File: src/rtl/com_scan_pkg.sv
package com_scan_pkg;

  typedef enum logic [1:0] {
    DUTY_48  = 2'b00,
    DUTY_64  = 2'b01,
    DUTY_96  = 2'b10,
    DUTY_128 = 2'b11
  } duty_e;

  localparam int LINE_IDX_W = 7;

  function automatic logic [LINE_IDX_W:0] lines_per_frame(input duty_e d);
    case (d)
      DUTY_48:  return 8'd48;
      DUTY_64:  return 8'd64;
      DUTY_96:  return 8'd96;
      default:  return 8'd128;
    endcase
  endfunction

endpackage

File: src/rtl/com_line_timer.sv
module com_line_timer
  import com_scan_pkg::*;
#(
  parameter int LINE_DIV = 16
) (
  input  logic  clk,
  input  logic  rst_n,
  input  logic  run,
  input  logic  fast,
  input  duty_e duty,
  output logic  line_clk,
  output logic  frame,
  output logic  phase_a,
  output logic  phase_b,
  output logic  inv
);

  localparam int TICK_W = $clog2(LINE_DIV);
  localparam int PER_W  = TICK_W + 1;
  localparam logic [PER_W-1:0] PER_FAST = PER_W'(LINE_DIV);
  localparam logic [PER_W-1:0] PER_SLOW = PER_W'(LINE_DIV / 2);

  logic [TICK_W-1:0]     tick_q, tick_d;
  logic [LINE_IDX_W-1:0] line_q, line_d;
  logic                  inv_q, inv_d;

  logic [PER_W-1:0]      period, quarter, q2, q3, tick_x;
  logic [LINE_IDX_W:0]   n_lines;
  logic                  last_tick, last_line;

  always_comb begin
    period    = fast ? PER_FAST : PER_SLOW;
    quarter   = period >> 2;
    q2        = quarter << 1;
    q3        = q2 + quarter;
    tick_x    = PER_W'(tick_q);
    n_lines   = lines_per_frame(duty);
    last_tick = (tick_x >= (period - 1'b1));
    last_line = ({1'b0, line_q} >= (n_lines - 1'b1));
  end

  always_comb begin
    tick_d = tick_q;
    line_d = line_q;
    inv_d  = inv_q;
    if (run) begin
      if (last_tick) begin
        tick_d = '0;
        if (last_line) begin
          line_d = '0;
          inv_d  = ~inv_q;
        end else begin
          line_d = line_q + 1'b1;
        end
      end else begin
        tick_d = tick_q + 1'b1;
      end
    end
  end

  always_ff @(posedge clk or negedge rst_n) begin
    if (!rst_n) begin
      tick_q <= '0;
      line_q <= '0;
      inv_q  <= 1'b0;
    end else begin
      tick_q <= tick_d;
      line_q <= line_d;
      inv_q  <= inv_d;
    end
  end

  always_comb begin
    line_clk = (tick_x >= (period >> 1));
    frame    = (line_q == '0);
    phase_a  = (tick_x >= quarter);
    phase_b  = !((tick_x >= q2) && (tick_x < q3));
    inv      = inv_q;
  end

  // the end of a line returns the tick position to zero
  p_tick_wrap_r1: assert property (@(posedge clk) disable iff (!rst_n)
    (run && last_tick) |=> (tick_q == '0));

  // the last line of a frame is followed by line 0
  p_frame_wrap_r3: assert property (@(posedge clk) disable iff (!rst_n)
    (run && last_tick && last_line) |=> frame);

  // inversion changes only at the very start of a frame
  p_inv_frame_start_r4: assert property (@(posedge clk) disable iff (!rst_n)
    !$stable(inv_q) |-> ((line_q == '0) && (tick_q == '0)));

  // the two phase clocks are never low together
  p_phase_apart_r5: assert property (@(posedge clk) disable iff (!rst_n)
    (phase_a || phase_b));

  // without a tick the counters hold
  p_hold_idle_r12: assert property (@(posedge clk) disable iff (!rst_n)
    !run |=> ($stable(tick_q) && $stable(line_q)));

endmodule

File: src/rtl/com_line_edge.sv
module com_line_edge #(
  parameter int SYNC_STAGES = 2
) (
  input  logic clk,
  input  logic rst_n,
  input  logic master,
  input  logic int_clk,
  input  logic ext_clk,
  input  logic ext_inv,
  input  logic on_rise,
  output logic step,
  output logic inv_ext
);

  logic [SYNC_STAGES-1:0] clk_sync_q, clk_sync_d;
  logic [SYNC_STAGES-1:0] inv_sync_q, inv_sync_d;
  logic                   lc, lc_q;
  logic                   rise, fall;

  always_comb begin
    clk_sync_d = {clk_sync_q[SYNC_STAGES-2:0], ext_clk};
    inv_sync_d = {inv_sync_q[SYNC_STAGES-2:0], ext_inv};
    lc         = master ? int_clk : clk_sync_q[SYNC_STAGES-1];
    rise       = lc & ~lc_q;
    fall       = ~lc & lc_q;
    step       = on_rise ? rise : fall;
    inv_ext    = inv_sync_q[SYNC_STAGES-1];
  end

  always_ff @(posedge clk or negedge rst_n) begin
    if (!rst_n) begin
      clk_sync_q <= '0;
      inv_sync_q <= '0;
      lc_q       <= 1'b0;
    end else begin
      clk_sync_q <= clk_sync_d;
      inv_sync_q <= inv_sync_d;
      lc_q       <= lc;
    end
  end

  // a selected edge is never reported on two cycles in a row
  p_single_step_r8: assert property (@(posedge clk) disable iff (!rst_n)
    step |=> !step);

endmodule

File: src/rtl/com_scan_reg.sv
module com_scan_reg #(
  parameter int STAGES = 64
) (
  input  logic              clk,
  input  logic              rst_n,
  input  logic              step,
  input  logic              up,
  input  logic              din,
  output logic [STAGES-1:0] com
);

  logic [STAGES-1:0] com_q;
  wire  [STAGES-1:0] com_d;

  for (genvar i = 0; i < STAGES; i++) begin : g_stage
    wire from_low;
    wire from_high;
    if (i == 0) begin : g_low_end
      assign from_low = din;
    end else begin : g_low_mid
      assign from_low = com_q[i-1];
    end
    if (i == STAGES - 1) begin : g_high_end
      assign from_high = din;
    end else begin : g_high_mid
      assign from_high = com_q[i+1];
    end
    assign com_d[i] = step ? (up ? from_low : from_high) : com_q[i];
  end

  always_ff @(posedge clk or negedge rst_n) begin
    if (!rst_n) com_q <= '0;
    else        com_q <= com_d;
  end

  assign com = com_q;

  // no step, no movement
  p_hold_r7: assert property (@(posedge clk) disable iff (!rst_n)
    !step |=> $stable(com_q));

  // upward shift loads the input into the lowest stage
  p_enter_up_r7: assert property (@(posedge clk) disable iff (!rst_n)
    (step && up) |=> (com_q[0] == $past(din)));

  // downward shift loads the input into the highest stage
  p_enter_down_r7: assert property (@(posedge clk) disable iff (!rst_n)
    (step && !up) |=> (com_q[STAGES-1] == $past(din)));

endmodule

File: src/rtl/com_scan_timing.sv
module com_scan_timing
  import com_scan_pkg::*;
#(
  parameter int LINE_DIV    = 16,
  parameter int STAGES      = 64,
  parameter int SYNC_STAGES = 2
) (
  input  logic              clk,
  input  logic              rst_n,
  input  logic              osc_en,
  input  logic              is_master,
  input  logic              rate_fast,
  input  logic [1:0]        duty_sel,
  input  logic              scan_up,
  input  logic              shift_on_rise,
  input  logic              ext_line_clk_i,
  input  logic              ext_inv_i,
  input  logic              chain_a_i,
  input  logic              chain_b_i,
  output logic              line_clk_o,
  output logic              frame_o,
  output logic              inv_o,
  output logic              phase_a_o,
  output logic              phase_b_o,
  output logic              chain_a_o,
  output logic              chain_a_oe,
  output logic              chain_b_o,
  output logic              chain_b_oe,
  output logic [STAGES-1:0] com_o
);

  logic t_line_clk, t_frame, t_phase_a, t_phase_b, t_inv;
  logic step, inv_ext, din;

  com_line_timer #(.LINE_DIV(LINE_DIV)) u_timer (
    .clk      (clk),
    .rst_n    (rst_n),
    .run      (osc_en & is_master),
    .fast     (rate_fast),
    .duty     (duty_e'(duty_sel)),
    .line_clk (t_line_clk),
    .frame    (t_frame),
    .phase_a  (t_phase_a),
    .phase_b  (t_phase_b),
    .inv      (t_inv)
  );

  com_line_edge #(.SYNC_STAGES(SYNC_STAGES)) u_edge (
    .clk     (clk),
    .rst_n   (rst_n),
    .master  (is_master),
    .int_clk (t_line_clk),
    .ext_clk (ext_line_clk_i),
    .ext_inv (ext_inv_i),
    .on_rise (shift_on_rise),
    .step    (step),
    .inv_ext (inv_ext)
  );

  always_comb begin
    if (is_master) din = t_frame;
    else           din = scan_up ? chain_a_i : chain_b_i;
  end

  com_scan_reg #(.STAGES(STAGES)) u_scan (
    .clk   (clk),
    .rst_n (rst_n),
    .step  (step),
    .up    (scan_up),
    .din   (din),
    .com   (com_o)
  );

  always_comb begin
    line_clk_o = is_master & t_line_clk;
    frame_o    = is_master & t_frame;
    phase_a_o  = ~is_master | t_phase_a;
    phase_b_o  = ~is_master | t_phase_b;
    inv_o      = is_master ? t_inv : inv_ext;
    chain_a_o  = com_o[0];
    chain_b_o  = com_o[STAGES-1];
    chain_a_oe = is_master | ~scan_up;
    chain_b_oe = is_master | scan_up;
  end

  // in slave mode exactly one chain pin drives
  p_chain_roles_r10: assert property (@(posedge clk) disable iff (!rst_n)
    !is_master |-> $countones({chain_a_oe, chain_b_oe}) == 1);

  // a slave never emits a frame marker or line clock
  p_slave_quiet_r9: assert property (@(posedge clk) disable iff (!rst_n)
    !is_master |-> (!line_clk_o && !frame_o && phase_a_o && phase_b_o));

endmodule

File: config.mk
export PLATFORM = sky130hd
export DESIGN_NAME = com_scan_timing
export DESIGN_NICKNAME = d
export VERILOG_FILES = /design/src/rtl/com_scan_pkg.sv /design/src/rtl/com_line_timer.sv /design/src/rtl/com_line_edge.sv /design/src/rtl/com_scan_reg.sv /design/src/rtl/com_scan_timing.sv
export SDC_FILE = /design/constraint.sdc
export NUM_CORES = 1
export LEC_CHECK = 0
export ABC_AREA = 1
export BUFFER_PORTS_ARGS = -buffer_cell sky130_fd_sc_hd__buf_2
export CAP_MARGIN = 20
export CORE_ASPECT_RATIO = 1.25
export CORE_MARGIN = 8
export CORE_UTILIZATION = 51
export CTS_CLUSTER_SIZE = 14
export DETAILED_ROUTE_END_ITERATION = 8
export GPL_ROUTABILITY_DRIVEN = 0
export HOLD_SLACK_MARGIN = 0.05
export PLACE_DENSITY = 0.74
export SLEW_MARGIN = 40
export SYNTH_ARGS = -nofsm -noshare
export SYNTH_HDL_FRONTEND = slang
export SYNTH_HIERARCHICAL = 1
export SYNTH_SLANG_ARGS = --single-unit
File: constraint.sdc
create_clock -name clk -period 2.1 [get_ports clk]
set_clock_uncertainty 0.2 [all_clocks]
set_input_delay 0.42 -clock clk [delete_from_list [all_inputs] [get_ports clk]]
set_output_delay 0.42 -clock clk [all_outputs]
set_load 0.01 [all_outputs]
# After elaboration in Yosys (flattened, before gate mapping)
# Cells that the tools add are included.
[op_classes]
n_reduce_logical = 6
mux = 73
n_addsub = 5
n_eq_ne = 2
order_cmp = 6
bitwise_logic = 14
[ops]
columns = ["cell", "n"]
rows = [
  ["two-way mux 1 bit", 69],
  ["case mux 8 bit (3 select lines)", 1],
  ["greater-or-equal comparator 4 bit", 2],
  ["greater-or-equal comparator 7 x 8 -> 1 bit", 1],
  ["subtractor 8 x 1 -> 8 bit, second input constant", 1],
  ["adder 7 x 1 -> 7 bit, second input constant", 1],
  ["logical NOT 7 bit", 1],
  ["two-way mux 7 bit", 1],
  ["adder 4 x 3 -> 5 bit", 1],
  ["AND 1 bit", 5],
  ["greater-or-equal comparator 4 x 5 -> 1 bit", 1],
  ["< comparator 4 x 5 -> 1 bit", 1],
  ["two-way mux 5 bit", 1],
  ["NOT 1 bit", 5],
  ["subtractor 5 x 1 -> 5 bit, second input constant", 1],
  ["adder 4 x 1 -> 4 bit, second input constant", 1],
  ["greater-or-equal comparator 4 x 3 -> 1 bit", 1],
  ["two-way mux 4 bit", 1],
  ["bitwise OR 1 bit", 4],
  ["AND reduction 3 bit", 1],
  ["== test 2 x 1 -> 1 bit, second input constant", 1],
  ["== test 2 bit, second input constant", 1],
  ["logical NOT 2 bit", 1],
  ["AND reduction 2 bit", 1],
  ["other kinds (2)", 2],
]
[word_totals]
reg_bits = 81
inputBits = 13
output_inout_bits = 73
wordCells = 113

# Longest topological paths before layout
# Gate-level depths: netlist (run 1).
[depth]
ltp_word = 6
mapped_depth = 15
mapped_depth_nobuf = 14

# Hierarchy
# The synthesis (run 1) kept the hierarchy.
[by_module_without_submodules]
columns = ["mod", "seq_area_each_um2", "cells_per_inst", "area_per_inst_um2", "n_inst"]
rows = [
  ["com_scan_reg", 1601.5, 477, 3334.4, 1],
  ["com_line_timer", 300.3, 136, 965.9, 1],
  ["com_line_edge", 125.1, 17, 176.4, 1],
  ["com_scan_timing", 0.0, 20, 90.1, 1],
]

# Worst setup path after synthesis (run 1)
# Ideal clock, no wire load.
[synth_path]
path_kind = "input to output"
startpoint = "input rate_fast"
endpoint = "output phase_a_o"
stages = 6
setup_slack_ns = 0.074
arrival_time_ns = 1.406
n_path_buf = 0
t_required_ns = 1.480
path_cell_list = "inv_1 > ha_1 > nand2_1 > a21oi_1 > or3_1 > or2_1"
[synth_via]
elab_chain_cells = 3
[synth_lines]
columns = ["item", "line_no", "text"]
rows = [
  ["from (decl)", "com_scan_timing.sv:12", "input logic rate_fast,"],
  ["two-way mux 5 bit", "com_line_timer.sv:32", "period = fast ? PER_FAST : PER_SLOW;"],
  ["greater-or-equal comparator 4 x 3 -> 1 bit", "com_line_timer.sv:76", "phase_a = (tick_x >= quarter);"],
  ["via t_phase_a", "com_scan_timing.sv:32", "logic t_line_clk, t_frame, t_phase_a, t_phase_b, t_inv;"],
  ["bitwise OR 1 bit", "com_scan_timing.sv:77", "phase_a_o = ~is_master | t_phase_a;"],
  ["to (decl)", "com_scan_timing.sv:23", "output logic phase_a_o,"],
]
# The timed path passes the listed nets, and every way through them passes these cells.

# Final worst setup path (run 1)
[layout_path]
startpoint = "register u_timer.tick_q[1]"
endpoint = "output phase_a_o"
[layout_via]
elab_chain_cells = 2
[layout_lines]
columns = ["item", "line_no", "text"]
rows = [
  ["from (decl)", "com_line_timer.sv:23", "logic [TICK_W-1:0] tick_q, tick_d;"],
  ["from (signal assigned)", "com_line_timer.sv:67", "tick_q <= tick_d;"],
  ["greater-or-equal comparator 4 x 3 -> 1 bit", "com_line_timer.sv:76", ""],
  ["via t_phase_a", "com_scan_timing.sv:32", ""],
  ["bitwise OR 1 bit", "com_scan_timing.sv:77", ""],
]
# The timed path passes the listed nets, and every way through them passes these cells.

==> results.json, run 1 <==
{
  "power_frac_clock_pct": 13.5,
  "syn-cell-area_um2": 4570,
  "crit_buf_inv": 2,
  "failed_checks": "setup timing",
  "min_to": "u_edge/inv_sync_q[1]$_DFF_PN0_",
  "synthTopCellsByArea": "dfrtp_1, nand2_1, nand3_1",
  "synth_cell_types": 25,
  "drt_iter0_drc": 229,
  "holdPathStages": 0,
  "ir_worst_vdd_v": 0.000804,
  "grt_pass1_wl_um": 18500,
  "synth_ff_type": "dfrtp_1",
  "ys_top_cells_by_count": "nand2_1, inv_1, dfrtp_1",
  "rsz0062_at_grt": "yes",
  "holdCritStartpoint": "u_edge/inv_sync_q[0]$_DFF_PN0_",
  "final-hold-violation-count": 0,
  "r2r_cells": 18,
  "routed_via_density": 5.17,
  "tightest_slew_ns": 0.385,
  "cts_tree": "built",
  "clock_latency_ns": 0.35,
  "fmax_ghz": 0.409,
  "area_growth_pct": 41.6,
  "slew_viol_final": 0,
  "required_ns": 1.48,
  "yosysWarningCount": 6,
  "wl_per_cell_um": 14.6,
  "cts_buffers": 9,
  "r2r-end": "u_scan/com[40]$_DFFE_PN0P_",
  "cts.reportedPaths.clkPinSlew_ns": 0.08,
  "antenna_found_initial": 0,
  "cp.arrival_ns": 1.82,
  "drive_gt1_share_pct": 36.6,
  "finalSetupTns_ns": -7.14,
  "end_kind": "output port",
  "drtPass1Iterations": 4,
  "worstSetupStartpointType": "flip-flop",
  "io_buffers": 85,
  "dieArea_um2": 12300,
  "p_leak_uw": 0.00367,
  "fin_crit_sh_pct": 116,
  "nets": 790,
  "postSynth.asyncResetShare_pct": 100,
  "syn_inst": 650,
  "core_um2": 8700,
  "sw_frac_of_total_pct": 43.8,
  "avgSynthCellArea_um2": 7.03,
  "slew_headroom_pct": 74.3,
  "diodes": 0,
  "root_buffer": "clkbuf_8",
  "start_util_pct": 52.5,
  "io_pins": 86,
  "die_y_um": 122,
  "die_x_um": 101,
  "timing.hold.ws_ns": 0.158,
  "slowest_delay_ns": 0.39,
  "synth_fp_nets": 674,
  "combPwrFrac_pct": 53.9,
  "synth_area_leader_cell": "dfrtp_1",
  "synth_edf_count": 0,
  "track_usage_pct": 18.3,
  "grt_max_degree": 49,
  "drc_errors": 0,
  "r2r_start": "u_timer/tick_q[2]$_DFFE_PN0P_",
  "rows": 38,
  "critPathKind": "flip-flop to output port",
  "seqPwrFrac_pct": 32.7,
  "drv_cap": 0,
  "period_needed_ns": 2.44,
  "min_path_type": "flip-flop to flip-flop",
  "cp_slowest_cell": "dfrtp_1",
  "grt_pass1_vias": 4109,
  "dpl.hpwl_um": 7680,
  "clkSinkCount": 81,
  "synth.most_common_cell": "nand2_1",
  "finalPower_uw": 8890,
  "dp_slack_ns": -0.158,
  "r2r_setup_slack_ns": -0.19,
  "cp_max_fo": 3,
  "vias": 4603,
  "cts_max_path_buffers": 2,
  "setup_ws_ns": -0.344,
  "ys_seq_elements": 81,
  "path_cells": "inv_2 -> ha_4 -> nand2_2 -> a21oi_1 -> or3_1 -> or2_1 -> buf_2",
  "seq_area_frac_synth_pct": 44.4,
  "run_status": "finished with violations",
  "crit_family": "simple AND/OR/NAND/NOR gates",
  "setup_viol": 67,
  "overflow": 0,
  "htree_levels": 3,
  "synth_top_cell_area_share_pct": 44.4,
  "drtAntennaViolNets": 0,
  "wl_um": 13000,
  "power_switching_uw": 3890,
  "power_density_nw_per_um2": 1380,
  "p_int_uw": 5000
}
-- metrics by stage --
step | cells | util, % | cell area (µm²)
detailed placement | 844 | 58.8 | 5120
global placement | 844 | 58.8 | 5120
floorplan | 650 | - | 4570
finish | 891 | 74.3 | 6470
CTS | 868 | 62.5 | 5430
global route | 891 | 74.3 | 6470
-- power groups by stage --
stage                     Clock [µW]  Combinational (µW)  Sequential (µW)
after floorplan                    0                1850             2970
after global placement             0                3180             2780
after detailed placement           0                3280             2800
after CTS                       1220                3410             2770
after global routing            1290                5230             2990
final                           1200                4790             2900
-- repair_timing --
action                                  CTS  global route
gates cloned                              0            14
hold buffers                              3             0
gates resized for setup                  10           172
hold endpoints to repair                 25             0
buffers inserted                          5             9
pin swaps                                 9            96
endpoints found under the setup margin    4            68
-- routing by layer --
metal  up-vias  global-route usage [%]  share of wire [%]
met5         -                       0                  0
met4         0                    8.72                2.4
met3        26                    3.48                6.1
met2       193                    31.5                 51
met1      2204                    21.6                 41
li1       2180                       -                  -
-- worst reg2reg max path, stage by stage (launching register included) --
cell,delay (ns)
dfrtp_1,0.39
inv_2,0.10
ha_4,0.22
nand2_2,0.05
nand2_1,0.05
nand2_1,0.07
nand2_2,0.06
buf_6,0.11
buf_6,0.12
nand2_4,0.07
nand2_4,0.06
nand2_4,0.08
nand2_8,0.07
clkinv_8,0.09
buf_12,0.12
clkinv_8,0.06
buf_16,0.14
nand2_2,0.07
nand2_1,0.06
-- cell families after synthesis --
logic type | Yosys count | synth area share (%)
AOI/OAI and AO/OA | 8 | 1.18
xor gates and xnor gates | 3 | 0.575
and+or+nand+nor | 416 | 37.4
buffers and inverters | 131 | 13.4
adders and majority gates | 11 | 3.01
DFF | 81 | 44.4
-- final cells by class --
type | count | area [µm²]
Multi-Input combinational cell | 438 | 2490
Fill cell | 631 | 2230
Sequential cell | 81 | 2030
Timing Repair Buffer | 133 | 1150
Inverter | 101 | 408
Clock buffer | 14 | 173
Tap cell | 120 | 150
Timing Repair inverter | 2 | 36.3
Clock inverter | 2 | 35.0
-- sequential cells by signal, summed over array words and instances, names as in the netlist --
register / cells
u_timer/tick_q: 4
u_edge/inv_sync_q: 2
u_edge/clk_sync_q: 2
u_timer/line_q: 7
u_scan/com: 64
u_timer/inv: 1
u_edge/lc_q: 1
-- cell usage in the layout (no fill, tap or decap), types with 2 or more instances in the layout --
cell type	count
nand3_2	42
dfrtp_1	81
inv_16	2
nand2_2	53
clkbuf_8	12
buf_4	18
clkinv_8	2
ha_4	3
nand2_1	243
xor2_1	2
clkbuf_1	2
ha_1	8
buf_6	6
nand3_4	3
or2_1	2
buf_8	4
a21oi_1	2
dlygate4sd3_1	3
nor2_1	9
inv_2	9
buf_12	8
o21ai_0	4
buf_2	83
nor3_2	2
inv_1	90
nand3_1	37
buf_16	2
nand2_4	19
clkbuf_16	9
nand4_1	3
-- worst max path at each step --
stage | from | endpoint | slack [ns] | depth (start not counted)
floorplan | rate_fast | phase_a_o | 0.07 | 6
global placement | rate_fast | phase_a_o | -0.13 | 8
detailed placement | rate_fast | phase_a_o | -0.16 | 8
CTS | u_timer/tick_q[1]$_DFFE_PN0P_ | phase_a_o | -0.29 | 7
global route | u_timer/tick_q[1]$_DFFE_PN0P_ | phase_a_o | -0.41 | 7
finish | u_timer/tick_q[1]$_DFFE_PN0P_ | phase_a_o | -0.34 | 7
(Power assumes the default switching activity.)
==> inputs of run 2 (changes only) <==
==> constraint.sdc (replaced) <==
create_clock -name clk -period 2.1 [get_ports clk]
set_clock_uncertainty 0.2 [all_clocks]
set_input_delay 0.105 -clock clk [delete_from_list [all_inputs] [get_ports clk]]
set_output_delay 0.105 -clock clk [all_outputs]
set_load 0.01 [all_outputs]
==> run 2 against run 1 <==
- the run now ends clean
- combinational power down 25%
- global-route usage up 0.33 points
- sequential power down 4%
- critical path type unchanged
- largest power group unchanged
==> results.json, run 2 (synthesized netlist as in run 1, its figures left out) <==
{
  "end_kind": "output port",
  "drtAntennaViolNets": 0,
  "holdCritStartpoint": "scan_up",
  "p_leak_uw": 0.00328,
  "period_needed_ns": 2.09,
  "run_status": "finished clean",
  "drv_cap": 0,
  "core_um2": 8700,
  "track_usage_pct": 18.7,
  "rows": 38,
  "final_cell_mix": "nand2_1, inv_1, buf_2",
  "overflow": 0,
  "r2r_start": "u_timer/tick_q[2]$_DFFE_PN0P_",
  "finalSetupTns_ns": 0,
  "nets": 771,
  "holdPathStages": 5,
  "place_area_um2": 5020,
  "htree_levels": 3,
  "io_buffers": 85,
  "dp.cells": 835,
  "fin_crit_sh_pct": 99.4,
  "start_util_pct": 52.5,
  "tightest_slew_ns": 0.653,
  "r2r_setup_slack_ns": 0.07,
  "antenna_found_initial": 0,
  "ir_worst_vdd_v": 0.000674,
  "largest_register_ffs": 64,
  "clkSinkCount": 81,
  "cts_tree": "built",
  "slew_viol_final": 0,
  "layout_commonest_cell": "nand2_1",
  "min_path_type": "input port to flip-flop",
  "drtPass1Iterations": 5,
  "cts_max_path_buffers": 2,
  "cp.arrival_ns": 1.78,
  "min_to": "u_scan/com[53]$_DFFE_PN0P_",
  "grt_pass1_wl_um": 18700,
  "final_cells": 871,
  "wl_per_cell_um": 13.7,
  "drive_gt1_share_pct": 20.4,
  "r2r-end": "u_scan/com[27]$_DFFE_PN0P_",
  "clock_latency_ns": 0.36,
  "grt_max_degree": 65,
  "rsz0062_at_grt": "yes",
  "power_density_nw_per_um2": 1340,
  "drt_iter0_drc": 261,
  "die_y_um": 122,
  "diodes": 0,
  "area_growth_pct": 20.7,
  "final_cell_area_um2": 5510,
  "die_x_um": 101,
  "cts.reportedPaths.clkPinSlew_ns": 0.08,
  "setup_viol": 0,
  "critPathKind": "flip-flop to output port",
  "final-hold-violation-count": 0,
  "grt_pass1_vias": 4155,
  "routed_via_density": 5.03,
  "io_pins": 86,
  "timing.hold.ws_ns": 0.0640,
  "cp_max_fo": 3,
  "required_ns": 1.79,
  "cts_buffers": 9,
  "worstSetupStartpointType": "flip-flop",
  "root_buffer": "clkbuf_8",
  "dieArea_um2": 12300,
  "drc_errors": 0,
  "fmax_ghz": 0.479,
  "wl_um": 11900,
  "vias": 4378,
  "dpl.hpwl_um": 7640,
  "r2r_cells": 14,
  "slew_headroom_pct": 56.5
}
==> run 2: critical path, stage by stage, from the launching register on <==
cell and delay, ns:
dfrtp_1 0.39, inv_2 0.09, ha_4 0.20, nand2_2 0.05, a21oi_2 0.04, or3_1 0.31, or2_1 0.22, buf_2 0.14
==> run 2: power breakdown <==
| part | total, µW | internal, µW | switching [µW] |
|---|---|---|---|
| combinational | 3580 | 1460 | 2110 |
| clock | 1020 | 450 | 573 |
| sequential | 2790 | 2220 | 568 |
| total | 7390 | 4130 | 3260 |
==> run 2: stage by stage <==
step	utilization [%]	power [µW]	worst slack, ns
3_5_place_dp	57.7	5980	-0.0339
2_1_floorplan	-	4810	0.161
6_report	63.4	7390	0.0132
3_3_place_gp	57.7	5880	0.0865
4_1_cts	61.2	7100	-0.0518
5_1_grt	63.4	8020	-0.0997
==> run 2: area by class of cell <==
type                       count  area (µm²)
fill                         777        3190
sequential                    81        2030
multi-input combinational    438        1980
timing repair buffer         116         798
inverter                     101         389
tap                          120         150
clock buffer                  10         138
clock inverter                 5        32.5
==> run 2: what timing repair did <==
item,in CTS,in global routing
endpoints found under the hold margin,89,0
buffers inserted,2,4
gates cloned,0,7
setup endpoints to repair,57,60
pin swaps,2,5
gates resized for setup,8,12
hold buffers,8,0
==> run 2: worst max path at each step <==
stage | startpoint | to | slack, ns | depth (start not counted)
finish | u_timer/tick_q[1]$_DFFE_PN0P_ | phase_a_o | 0.01 | 7
global route | u_timer/tick_q[1]$_DFFE_PN0P_ | phase_a_o | -0.1 | 7
CTS | u_timer/tick_q[1]$_DFFE_PN0P_ | phase_a_o | -0.05 | 7
detailed placement | u_timer/tick_q[2]$_DFFE_PN0P_ | u_scan/com[11]$_DFFE_PN0P_ | -0.03 | 15
global placement | u_timer/tick_q[2]$_DFFE_PN0P_ | u_scan/com[15]$_DFFE_PN0P_ | 0.09 | 15
floorplan | u_timer/tick_q[2]$_DFFE_PN0P_ | u_scan/com[10]$_DFFE_PN0P_ | 0.16 | 15
==> run 2: metal layers <==
metal,GRT usage [%],vias up,share of wire [%]
li1,-,2135,-
met5,0,-,0
met2,31.6,150,50
met3,3.77,24,6.6
met4,9.76,0,2.9
met1,21.9,2069,40
